$ cat config.mk
export PLATFORM = sky130hd
export DESIGN_NAME = prot_supervisor
export DESIGN_NICKNAME = d
export VERILOG_FILES = /design/src/rtl/prot_sup_pkg.sv /design/src/rtl/fault_latch_bank.sv /design/src/rtl/rst_pulse_timer.sv /design/src/rtl/status_select.sv /design/src/rtl/prot_supervisor.sv
export SDC_FILE = /design/constraint.sdc
export NUM_CORES = 1
export LEC_CHECK = 0
export BUFFER_PORTS_ARGS = -buffer_cell sky130_fd_sc_hd__buf_2
export CAP_MARGIN = 20
export CORE_UTILIZATION = 49
export CTS_BUF_LIST = sky130_fd_sc_hd__clkbuf_4 sky130_fd_sc_hd__clkbuf_8
export CTS_CLUSTER_DIAMETER = 30
export DETAILED_ROUTE_END_ITERATION = 10
export PLACE_DENSITY = 0.78
export SLEW_MARGIN = 10
export SYNTH_ARGS = -nofsm -noshare
export SYNTH_HDL_FRONTEND = slang
export SYNTH_SLANG_ARGS = --single-unit
$ cat constraint.sdc
create_clock -name clk -period 1.3 [get_ports clk]
set_clock_uncertainty 0.05 [all_clocks]
set_input_delay 0.13 -clock clk [delete_from_list [all_inputs] [get_ports clk]]
set_output_delay 0.13 -clock clk [all_outputs]
set_load 0.05 [all_outputs]
$ cat src/rtl/prot_sup_pkg.sv
package prot_sup_pkg;

    localparam int NUM_CONV = 3;

    typedef enum logic [2:0] {
        SV_RUN        = 3'd0,
        SV_CONV_OFF   = 3'd1,
        SV_HARD_OFF   = 3'd2,
        SV_SOFT_PULSE = 3'd3,
        SV_SOFT_HOLD  = 3'd4
    } sv_state_e;

    typedef struct packed {
        logic conv_any;
        logic hard_any;
        logic soft_any;
        logic pulse_want;
    } fault_summary_t;

    localparam logic [1:0] TSD_OFF_A   = 2'b00;
    localparam logic [1:0] TSD_SOFT    = 2'b01;
    localparam logic [1:0] TSD_PULSE   = 2'b10;
    localparam logic [1:0] TSD_OFF_B   = 2'b11;

endpackage

$ cat src/rtl/fault_latch_bank.sv
module fault_latch_bank
    import prot_sup_pkg::*;
(
    input  logic                clk,
    input  logic                rst_n,
    input  logic                ext_rst_n,
    input  logic                supply_low,
    input  logic                sleep_n,
    input  logic [NUM_CONV-1:0] conv_uv,
    input  logic [NUM_CONV-1:0] conv_ov,
    input  logic [NUM_CONV-1:0] conv_oc,
    input  logic                reg_oc,
    input  logic                reg_fault,
    input  logic                motor_oc,
    input  logic                thermal,
    input  logic [1:0]          tsd_mode,
    input  logic                misd_mode,
    output logic [NUM_CONV-1:0] uv_q,
    output logic [NUM_CONV-1:0] ov_q,
    output logic [NUM_CONV-1:0] oc_q,
    output logic                reg_oc_q,
    output logic                reg_any_q,
    output logic                mot_q,
    output logic                tsd_q,
    output fault_summary_t      summ
);

    logic hard_clr;
    logic soft_clr;
    logic sleep_q;
    logic mot_hard_q;
    logic tsd_hard_q;
    logic tsd_pulse_q;

    assign hard_clr = supply_low | ~ext_rst_n;
    assign soft_clr = sleep_n & ~sleep_q;

    always_ff @(posedge clk or negedge rst_n) begin
        if (!rst_n) sleep_q <= 1'b1;
        else        sleep_q <= sleep_n;
    end

    // one sticky trio per converter channel
    for (genvar ch = 0; ch < NUM_CONV; ch++) begin : g_chan
        logic [2:0] trio_q;
        always_ff @(posedge clk or negedge rst_n) begin
            if (!rst_n)        trio_q <= '0;
            else if (hard_clr) trio_q <= '0;
            else               trio_q <= trio_q | {conv_oc[ch], conv_ov[ch], conv_uv[ch]};
        end
        assign uv_q[ch] = trio_q[0];
        assign ov_q[ch] = trio_q[1];
        assign oc_q[ch] = trio_q[2];
    end

    always_ff @(posedge clk or negedge rst_n) begin
        if (!rst_n) begin
            reg_oc_q  <= 1'b0;
            reg_any_q <= 1'b0;
        end else if (hard_clr) begin
            reg_oc_q  <= 1'b0;
            reg_any_q <= 1'b0;
        end else begin
            reg_oc_q  <= reg_oc_q | reg_oc;
            reg_any_q <= reg_any_q | reg_fault;
        end
    end

    // motor over-current: reaction captured when the latch sets
    always_ff @(posedge clk or negedge rst_n) begin
        if (!rst_n) begin
            mot_q      <= 1'b0;
            mot_hard_q <= 1'b0;
        end else if (hard_clr) begin
            mot_q      <= 1'b0;
            mot_hard_q <= 1'b0;
        end else if (mot_q && soft_clr && !mot_hard_q) begin
            mot_q      <= 1'b0;
        end else if (!mot_q && motor_oc) begin
            mot_q      <= 1'b1;
            mot_hard_q <= misd_mode;
        end
    end

    // thermal: reaction captured when the latch sets
    always_ff @(posedge clk or negedge rst_n) begin
        if (!rst_n) begin
            tsd_q       <= 1'b0;
            tsd_hard_q  <= 1'b0;
            tsd_pulse_q <= 1'b0;
        end else if (hard_clr) begin
            tsd_q       <= 1'b0;
            tsd_hard_q  <= 1'b0;
            tsd_pulse_q <= 1'b0;
        end else if (tsd_q && soft_clr && !tsd_hard_q) begin
            tsd_q       <= 1'b0;
        end else if (!tsd_q && thermal) begin
            tsd_q       <= 1'b1;
            tsd_hard_q  <= (tsd_mode == TSD_OFF_A) || (tsd_mode == TSD_OFF_B);
            tsd_pulse_q <= (tsd_mode == TSD_PULSE);
        end
    end

    always_comb begin
        summ.conv_any   = |(uv_q | ov_q | oc_q);
        summ.hard_any   = (mot_q & mot_hard_q) | (tsd_q & tsd_hard_q);
        summ.soft_any   = (mot_q & ~mot_hard_q) | (tsd_q & ~tsd_hard_q);
        summ.pulse_want = (mot_q & ~mot_hard_q) | (tsd_q & tsd_pulse_q);
    end

    // a hard release empties every fault latch on the next edge
    assert_hard_release_R7: assert property (@(posedge clk) disable iff (!rst_n)
        hard_clr |=> (uv_q == '0) && (ov_q == '0) && (oc_q == '0) && !mot_q && !tsd_q)
        else $error("hard release left a latch set");

    // a hard-mode thermal latch survives everything but a hard release
    assert_tsd_hard_hold_R2: assert property (@(posedge clk) disable iff (!rst_n)
        (tsd_q && tsd_hard_q && !hard_clr) |=> tsd_q)
        else $error("hard thermal latch dropped");

    // a motor flag is held from the edge that sees it
    assert_motor_capture_R8: assert property (@(posedge clk) disable iff (!rst_n)
        (motor_oc && !hard_clr && !(mot_q && soft_clr && !mot_hard_q)) |=> mot_q)
        else $error("motor flag not latched");

endmodule

$ cat src/rtl/rst_pulse_timer.sv
module rst_pulse_timer #(
    parameter int PULSE_LEN = 8
) (
    input  logic clk,
    input  logic rst_n,
    input  logic run,
    output logic done
);

    localparam int CW = $clog2(PULSE_LEN + 1);
    localparam logic [CW-1:0] LAST = CW'(PULSE_LEN - 1);

    logic [CW-1:0] cnt_q;

    always_ff @(posedge clk or negedge rst_n) begin
        if (!rst_n)   cnt_q <= '0;
        else if (run) cnt_q <= cnt_q + 1'b1;
        else          cnt_q <= '0;
    end

    assign done = run && (cnt_q == LAST);

    // the low phase never outlasts its programmed length
    assert_pulse_bound_R4: assert property (@(posedge clk) disable iff (!rst_n)
        run |-> (cnt_q <= LAST))
        else $error("reset-out pulse overran");

endmodule

$ cat src/rtl/status_select.sv
module status_select
    import prot_sup_pkg::*;
#(
    parameter logic [2:0] REV_CODE = 3'b010,
    parameter logic [1:0] DEV_CODE = 2'b01
) (
    input  logic [3:0]          sel,
    input  logic [NUM_CONV-1:0] uv_q,
    input  logic [NUM_CONV-1:0] ov_q,
    input  logic [NUM_CONV-1:0] oc_q,
    input  logic                reg_oc_q,
    input  logic                reg_any_q,
    input  logic                mot_q,
    input  logic                tsd_q,
    output logic                logic_out
);

    logic [NUM_CONV-1:0] chan_bad;
    assign chan_bad = uv_q | ov_q | oc_q;

    always_comb begin
        logic_out = 1'b1;
        unique case (sel)
            4'd0:    logic_out = ~chan_bad[0];
            4'd1:    logic_out = ~chan_bad[1];
            4'd2:    logic_out = ~chan_bad[2];
            4'd3:    logic_out = ~reg_oc_q;
            4'd4:    logic_out = ~(|uv_q);
            4'd5:    logic_out = ~(|ov_q);
            4'd6:    logic_out = ~mot_q;
            4'd7:    logic_out = ~tsd_q;
            4'd8:    logic_out = REV_CODE[0];
            4'd9:    logic_out = REV_CODE[1];
            4'd10:   logic_out = REV_CODE[2];
            4'd11:   logic_out = DEV_CODE[0];
            4'd12:   logic_out = DEV_CODE[1];
            4'd13:   logic_out = 1'b1;
            4'd14:   logic_out = ~reg_any_q;
            4'd15:   logic_out = 1'b1;
            default: logic_out = 1'b1;
        endcase
    end

endmodule

$ cat src/rtl/prot_supervisor.sv
module prot_supervisor
    import prot_sup_pkg::*;
#(
    parameter int         PULSE_LEN = 8,
    parameter logic [2:0] REV_CODE  = 3'b010,
    parameter logic [1:0] DEV_CODE  = 2'b01
) (
    input  logic       clk,
    input  logic       rst_n,
    input  logic       ext_rst_n,
    input  logic       supply_low,
    input  logic       sleep_n,
    input  logic [2:0] conv_uv,
    input  logic [2:0] conv_ov,
    input  logic [2:0] conv_oc,
    input  logic       reg_oc,
    input  logic       reg_fault,
    input  logic       motor_oc,
    input  logic       thermal,
    input  logic [1:0] tsd_mode,
    input  logic       misd_mode,
    input  logic [3:0] sel,
    output logic       conv_on,
    output logic       reg_on,
    output logic       motor_on,
    output logic       rst_out_n,
    output logic       logic_out
);

    logic [NUM_CONV-1:0] uv_q, ov_q, oc_q;
    logic                reg_oc_q, reg_any_q, mot_q, tsd_q;
    fault_summary_t      summ;
    sv_state_e           state_q, state_d;
    logic                pulse_run, pulse_done;

    fault_latch_bank u_latch (
        .clk        (clk),
        .rst_n      (rst_n),
        .ext_rst_n  (ext_rst_n),
        .supply_low (supply_low),
        .sleep_n    (sleep_n),
        .conv_uv    (conv_uv),
        .conv_ov    (conv_ov),
        .conv_oc    (conv_oc),
        .reg_oc     (reg_oc),
        .reg_fault  (reg_fault),
        .motor_oc   (motor_oc),
        .thermal    (thermal),
        .tsd_mode   (tsd_mode),
        .misd_mode  (misd_mode),
        .uv_q       (uv_q),
        .ov_q       (ov_q),
        .oc_q       (oc_q),
        .reg_oc_q   (reg_oc_q),
        .reg_any_q  (reg_any_q),
        .mot_q      (mot_q),
        .tsd_q      (tsd_q),
        .summ       (summ)
    );

    assign pulse_run = (state_q == SV_SOFT_PULSE);

    rst_pulse_timer #(.PULSE_LEN(PULSE_LEN)) u_timer (
        .clk   (clk),
        .rst_n (rst_n),
        .run   (pulse_run),
        .done  (pulse_done)
    );

    status_select #(.REV_CODE(REV_CODE), .DEV_CODE(DEV_CODE)) u_sel (
        .sel       (sel),
        .uv_q      (uv_q),
        .ov_q      (ov_q),
        .oc_q      (oc_q),
        .reg_oc_q  (reg_oc_q),
        .reg_any_q (reg_any_q),
        .mot_q     (mot_q),
        .tsd_q     (tsd_q),
        .logic_out (logic_out)
    );

    // state register
    always_ff @(posedge clk or negedge rst_n) begin
        if (!rst_n) state_q <= SV_RUN;
        else        state_q <= state_d;
    end

    // transitions, in priority order
    always_comb begin
        state_d = state_q;
        if (summ.conv_any) begin
            state_d = SV_CONV_OFF;
        end else if (summ.hard_any) begin
            state_d = SV_HARD_OFF;
        end else if (summ.soft_any) begin
            unique case (state_q)
                SV_SOFT_PULSE: state_d = pulse_done ? SV_SOFT_HOLD : SV_SOFT_PULSE;
                SV_SOFT_HOLD:  state_d = SV_SOFT_HOLD;
                default:       state_d = summ.pulse_want ? SV_SOFT_PULSE : SV_SOFT_HOLD;
            endcase
        end else begin
            state_d = SV_RUN;
        end
    end

    // outputs decoded from the state alone
    always_comb begin
        conv_on   = 1'b1;
        reg_on    = 1'b1;
        motor_on  = 1'b1;
        rst_out_n = 1'b1;
        unique case (state_q)
            SV_RUN: begin
            end
            SV_CONV_OFF: begin
                conv_on   = 1'b0;
                motor_on  = 1'b0;
                rst_out_n = 1'b0;
            end
            SV_HARD_OFF: begin
                conv_on   = 1'b0;
                reg_on    = 1'b0;
                motor_on  = 1'b0;
                rst_out_n = 1'b0;
            end
            SV_SOFT_PULSE: begin
                motor_on  = 1'b0;
                rst_out_n = 1'b0;
            end
            SV_SOFT_HOLD: begin
                motor_on  = 1'b0;
            end
            default: begin
                conv_on   = 1'b0;
                reg_on    = 1'b0;
                motor_on  = 1'b0;
                rst_out_n = 1'b0;
            end
        endcase
    end

    // a converter fault wins and shuts converters and motors
    assert_conv_shut_R1: assert property (@(posedge clk) disable iff (!rst_n)
        summ.conv_any |=> !conv_on && !motor_on && reg_on && !rst_out_n)
        else $error("converter fault reaction wrong");

    // hard-mode fault turns everything off
    assert_hard_shut_R6: assert property (@(posedge clk) disable iff (!rst_n)
        (summ.hard_any && !summ.conv_any) |=> !conv_on && !reg_on && !motor_on && !rst_out_n)
        else $error("hard fault reaction wrong");

    // soft-mode fault stops motors only
    assert_soft_motors_R3: assert property (@(posedge clk) disable iff (!rst_n)
        (summ.soft_any && !summ.hard_any && !summ.conv_any) |=> conv_on && reg_on && !motor_on)
        else $error("soft fault reaction wrong");

    // no latched fault means run values next cycle
    assert_run_clean_R7: assert property (@(posedge clk) disable iff (!rst_n)
        (!summ.conv_any && !summ.hard_any && !summ.soft_any) |=> motor_on && rst_out_n && conv_on)
        else $error("clean state not in run");

    // code 1111 is a constant high
    assert_fixed_high_R11: assert property (@(posedge clk) disable iff (!rst_n)
        (sel == 4'b1111) |-> logic_out)
        else $error("fixed-high select not high");

endmodule

==> impl_metrics.csv <==
group,metric,value,unit
detailed_routing,drc_errors,0,
power,switchingPower,478.1,uW
job,maxCapViolCount,0,
cells_and_area,antenna_cells,0,
grt,grt_pass1_wl,5816,um
worst_setup_path,crit_fanout,3,
clocking,clk_latency,0.30,ns
place,place.gp.congestion,0.9276,
clocking,cts.reportedPaths.clkPinSlew,0.12,ns
cells_and_area,nNetsFinal,223,
logic_synthesis,synth_top_area_share,49.36,%
logic_synthesis,synth_seq_cells,24,
clocking,cts_made_buffers,3,
place,place_ws,-0.3899,ns
power,clockPowerShare,21.7,%
logic_synthesis,synth_top_family_by_area,"simple AND/OR/NAND/NOR gates",
power,sw_frac_of_total,29.57,%
power,leakagePower,0.0009309,uW
floorplan,core,2233,sq um
detailed_routing,wl,3692,um
power,totalPowerFinal,1617,uW
cells_and_area,drive_above_1_share,48.21,%
grt,grt_overflow_total,0,
logic_synthesis,synth_edf_count,0,
run_status,violations,"setup timing",
sta,period_share,153.2,%
sta,relSlewSlack,59.94,%
clocking,htree_levels,1,
sta,finalCriticalPeriod,1.992,ns
logic_synthesis,synthesis.area,1166,sq um
clocking,numClockSinks,24,
place,dp.cells,198,
worst_setup_path,criticalPathCategory,"reg2out",
logic_synthesis,synth_flop_cell,"dfrtp_1",
logic_synthesis,synth-simple-area-share,22.85,%
logic_synthesis,synthXorXnorAreaFrac,1.502,%
power,ir_worst_vdd,0.8957,mV
worst_setup_path,required,1.12,ns
worst_hold_path,min_to,"u_latch.g_chan[2].trio_q[1]$_DFF_PN0_",
sta,fin_ws,-0.6921,ns
cells_and_area,stdcell_count,223,
cells_and_area,final_util,85.99,%
power,p_per_area,841.9,nW/um^2
run_status,status,"finished, violations left",
power,p_int,1139,uW
grt,grt_max_degree,25,
detailed_routing,drt-vias-per-instance,5.610,
sta,hold_viol_final,0,
logic_synthesis,yosys-top-cells-area,"dfrtp_1 (49%), nor2_1 (9.3%), mux2i_1 (3.4%)",
worst_hold_path,hold_depth,3,
grt,grt_use_total,31.22,%
worst_hold_path,hp-class,"in2reg",
logic_synthesis,synthCells,122,
worst_setup_path,critPathLaunchType,"register",
logic_synthesis,synthMuxAreaShare,3.433,%
logic_synthesis,synth.avg_cell_area,9.558,sq um
logic_synthesis,yosysTopAreaCell,"dfrtp_1",
worst_setup_path,regToRegEndpoint,"state_q[1]$_DFF_PN0_",
clocking,cts_tree,"yes",
logic_synthesis,yosysWarnings,0,
sta,max_freq,502.0,MHz
floorplan,rows,17,
grt,grt_antenna_before_repair,0,
logic_synthesis,synth_nets,149,
logic_synthesis,yosysMostFrequentCell,"nor2_1",
logic_synthesis,synth-seq-area-share,51.61,%
sta,worstMarginPinSlew,0.6010,ns
worst_setup_path,critPathCaptureType,"output pin",
clocking,clk_path_buf_depth,2,
worst_setup_path,reg2reg_slack,-0.16,ns
logic_synthesis,synth-compound-area-share,15.13,%
detailed_routing,dr.pass1.iters,4,
detailed_routing,wl_per_cell,16.56,um
sta,setup_viol,8,
logic_synthesis,synth-async-reset-ratio,100.0,%
floorplan,start_util,52.21,%
clocking,clockRootBuffer,"clkbuf_4",
place,dp_hpwl,2053,um
worst_hold_path,hp-start,"conv_ov[2]",
cells_and_area,area_growth,64.70,%
detailed_routing,num_vias,1251,
worst_setup_path,r2r-start,"u_latch.tsd_q$_DFFE_PN0P_",
sta,tns,-1.564,ns
logic_synthesis,yosys-top-cells-count,"nor2_1 (29), dfrtp_1 (23), inv_1 (7), nand2_1 (6), o21ai_0 (5)",
sta,rsz0062_at_grt,"true",
place,port_buffers,29,
logic_synthesis,synth.distinct_cells,35,
power,p_comb_share,28.3,%
floorplan,die_h,50.79,um
worst_setup_path,cp_data_arrival_time,1.81,ns
floorplan,die-area,2579,sq um
floorplan,die_w,50.79,um
floorplan,ioPinCount,30,
sta,drv_slew,0,
grt,grt_pass1_vias,1279,
worst_setup_path,r2r_cells,5,
detailed_routing,antenna_left,0,
power,seq_power_share,50.0,%
detailed_routing,drt-initial-drc-count,49,
logic_synthesis,synthAdderAreaFrac,2.146,%
-- layer usage --
| layer | vias to the layer above | global-route usage (%) | routed length [um] |
|---|---|---|---|
| met5 | - | 0 | 0 |
| met2 | 65 | 58.00 | 1996 |
| li1 | 569 | - | - |
| met3 | 10 | 1.515 | 162 |
| met1 | 607 | 36.96 | 1427 |
| met4 | 0 | 13.43 | 106 |
-- metrics by stage --
step	hold slack, ns	cell area, sq um
after floorplan	-0.2156	1227
after global placement	0.07052	1558
after detailed placement	0.07235	1558
after CTS	0.01221	1847
after global routing	0.03328	1921
final	0.01178	1921
-- critical path, stage by stage, from the launching register on --
cell,delay [ns]
dfrtp_1,0.44
nor3_1,0.33
o21a_1,0.18
o2111ai_1,0.17
a31oi_4,0.20
buf_6,0.17
-- state kept, by name, summed over array words and instances, names as in the netlist --
signal,cells
u_latch.g_chan.trio_q,9
u_timer.cnt_q,4
state_q,3
u_latch.mot_hard_q,1
u_latch.mot_q,1
u_latch.reg_any_q,1
u_latch.reg_oc_q,1
u_latch.sleep_q,1
u_latch.tsd_hard_q,1
u_latch.tsd_pulse_q,1
u_latch.tsd_q,1
-- repair_timing --
action,4_1_cts,5_1_grt
pin swaps,6,6
hold buffers,12,0
endpoints found under the hold margin,34,0
resized for setup,26,6
endpoints found under the setup margin,8,8
buffers inserted,4,5
-- power groups by stage --
stage	clock, uW	combinational, uW	sequential, uW
after floorplan	0	193	818
final	351	457	809
after detailed placement	0	333	816
after CTS	350	423	805
after global routing	383	487	811
after global placement	0	324	814
-- cells by family after synthesis --
family          Yosys count
flops                    24
simple gates             56
fa+ha+maj                 2
buf+inv                  10
xor+xnor                  2
mux                       4
compound gates           24
-- cell type report --
type / instances / area [sq um]
clock buffers: 4 / 30.03
well taps: 28 / 35.03
multi-input cells: 88 / 684.4
fillers: 116 / 312.8
repair buffers: 72 / 540.5
inverters: 7 / 26.28
flip-flops and latches: 24 / 604.3
-- worst max path at each step --
stage                                          startpoint   endpoint  depth (start not counted)  slack (ns)
floorplan           u_latch.g_chan[1].trio_q[1]$_DFF_PN0_  logic_out                          4       -0.23
global placement    u_latch.g_chan[1].trio_q[1]$_DFF_PN0_  logic_out                          5       -0.32
detailed placement  u_latch.g_chan[1].trio_q[1]$_DFF_PN0_  logic_out                          5       -0.39
CTS                 u_latch.g_chan[1].trio_q[0]$_DFF_PN0_  logic_out                          5       -0.56
global route        u_latch.g_chan[2].trio_q[1]$_DFF_PN0_  logic_out                          5       -0.76
finish              u_latch.g_chan[2].trio_q[0]$_DFF_PN0_  logic_out                          5       -0.69
-- layout by cell type (no fill, tap or decap), types with 2 or more instances in the layout --
master and count:
nor2_1 28, buf_4 28, buf_2 24, dfrtp_1 21, dlygate4sd3_1 12, buf_6 8, inv_1 7, nand2_1 5
clkbuf_4 4, mux2i_1 3, o21ai_0 3, nand2b_1 2, nor3_2 2, or3_4 2, nor4_2 2, a31oi_1 2
and2b_2 2, a211oi_4 2, o41ai_2 2, nand3_1 2, a21oi_1 2, dfrtp_2 2
No activity file was read; power rests on OpenSTA's default activity.
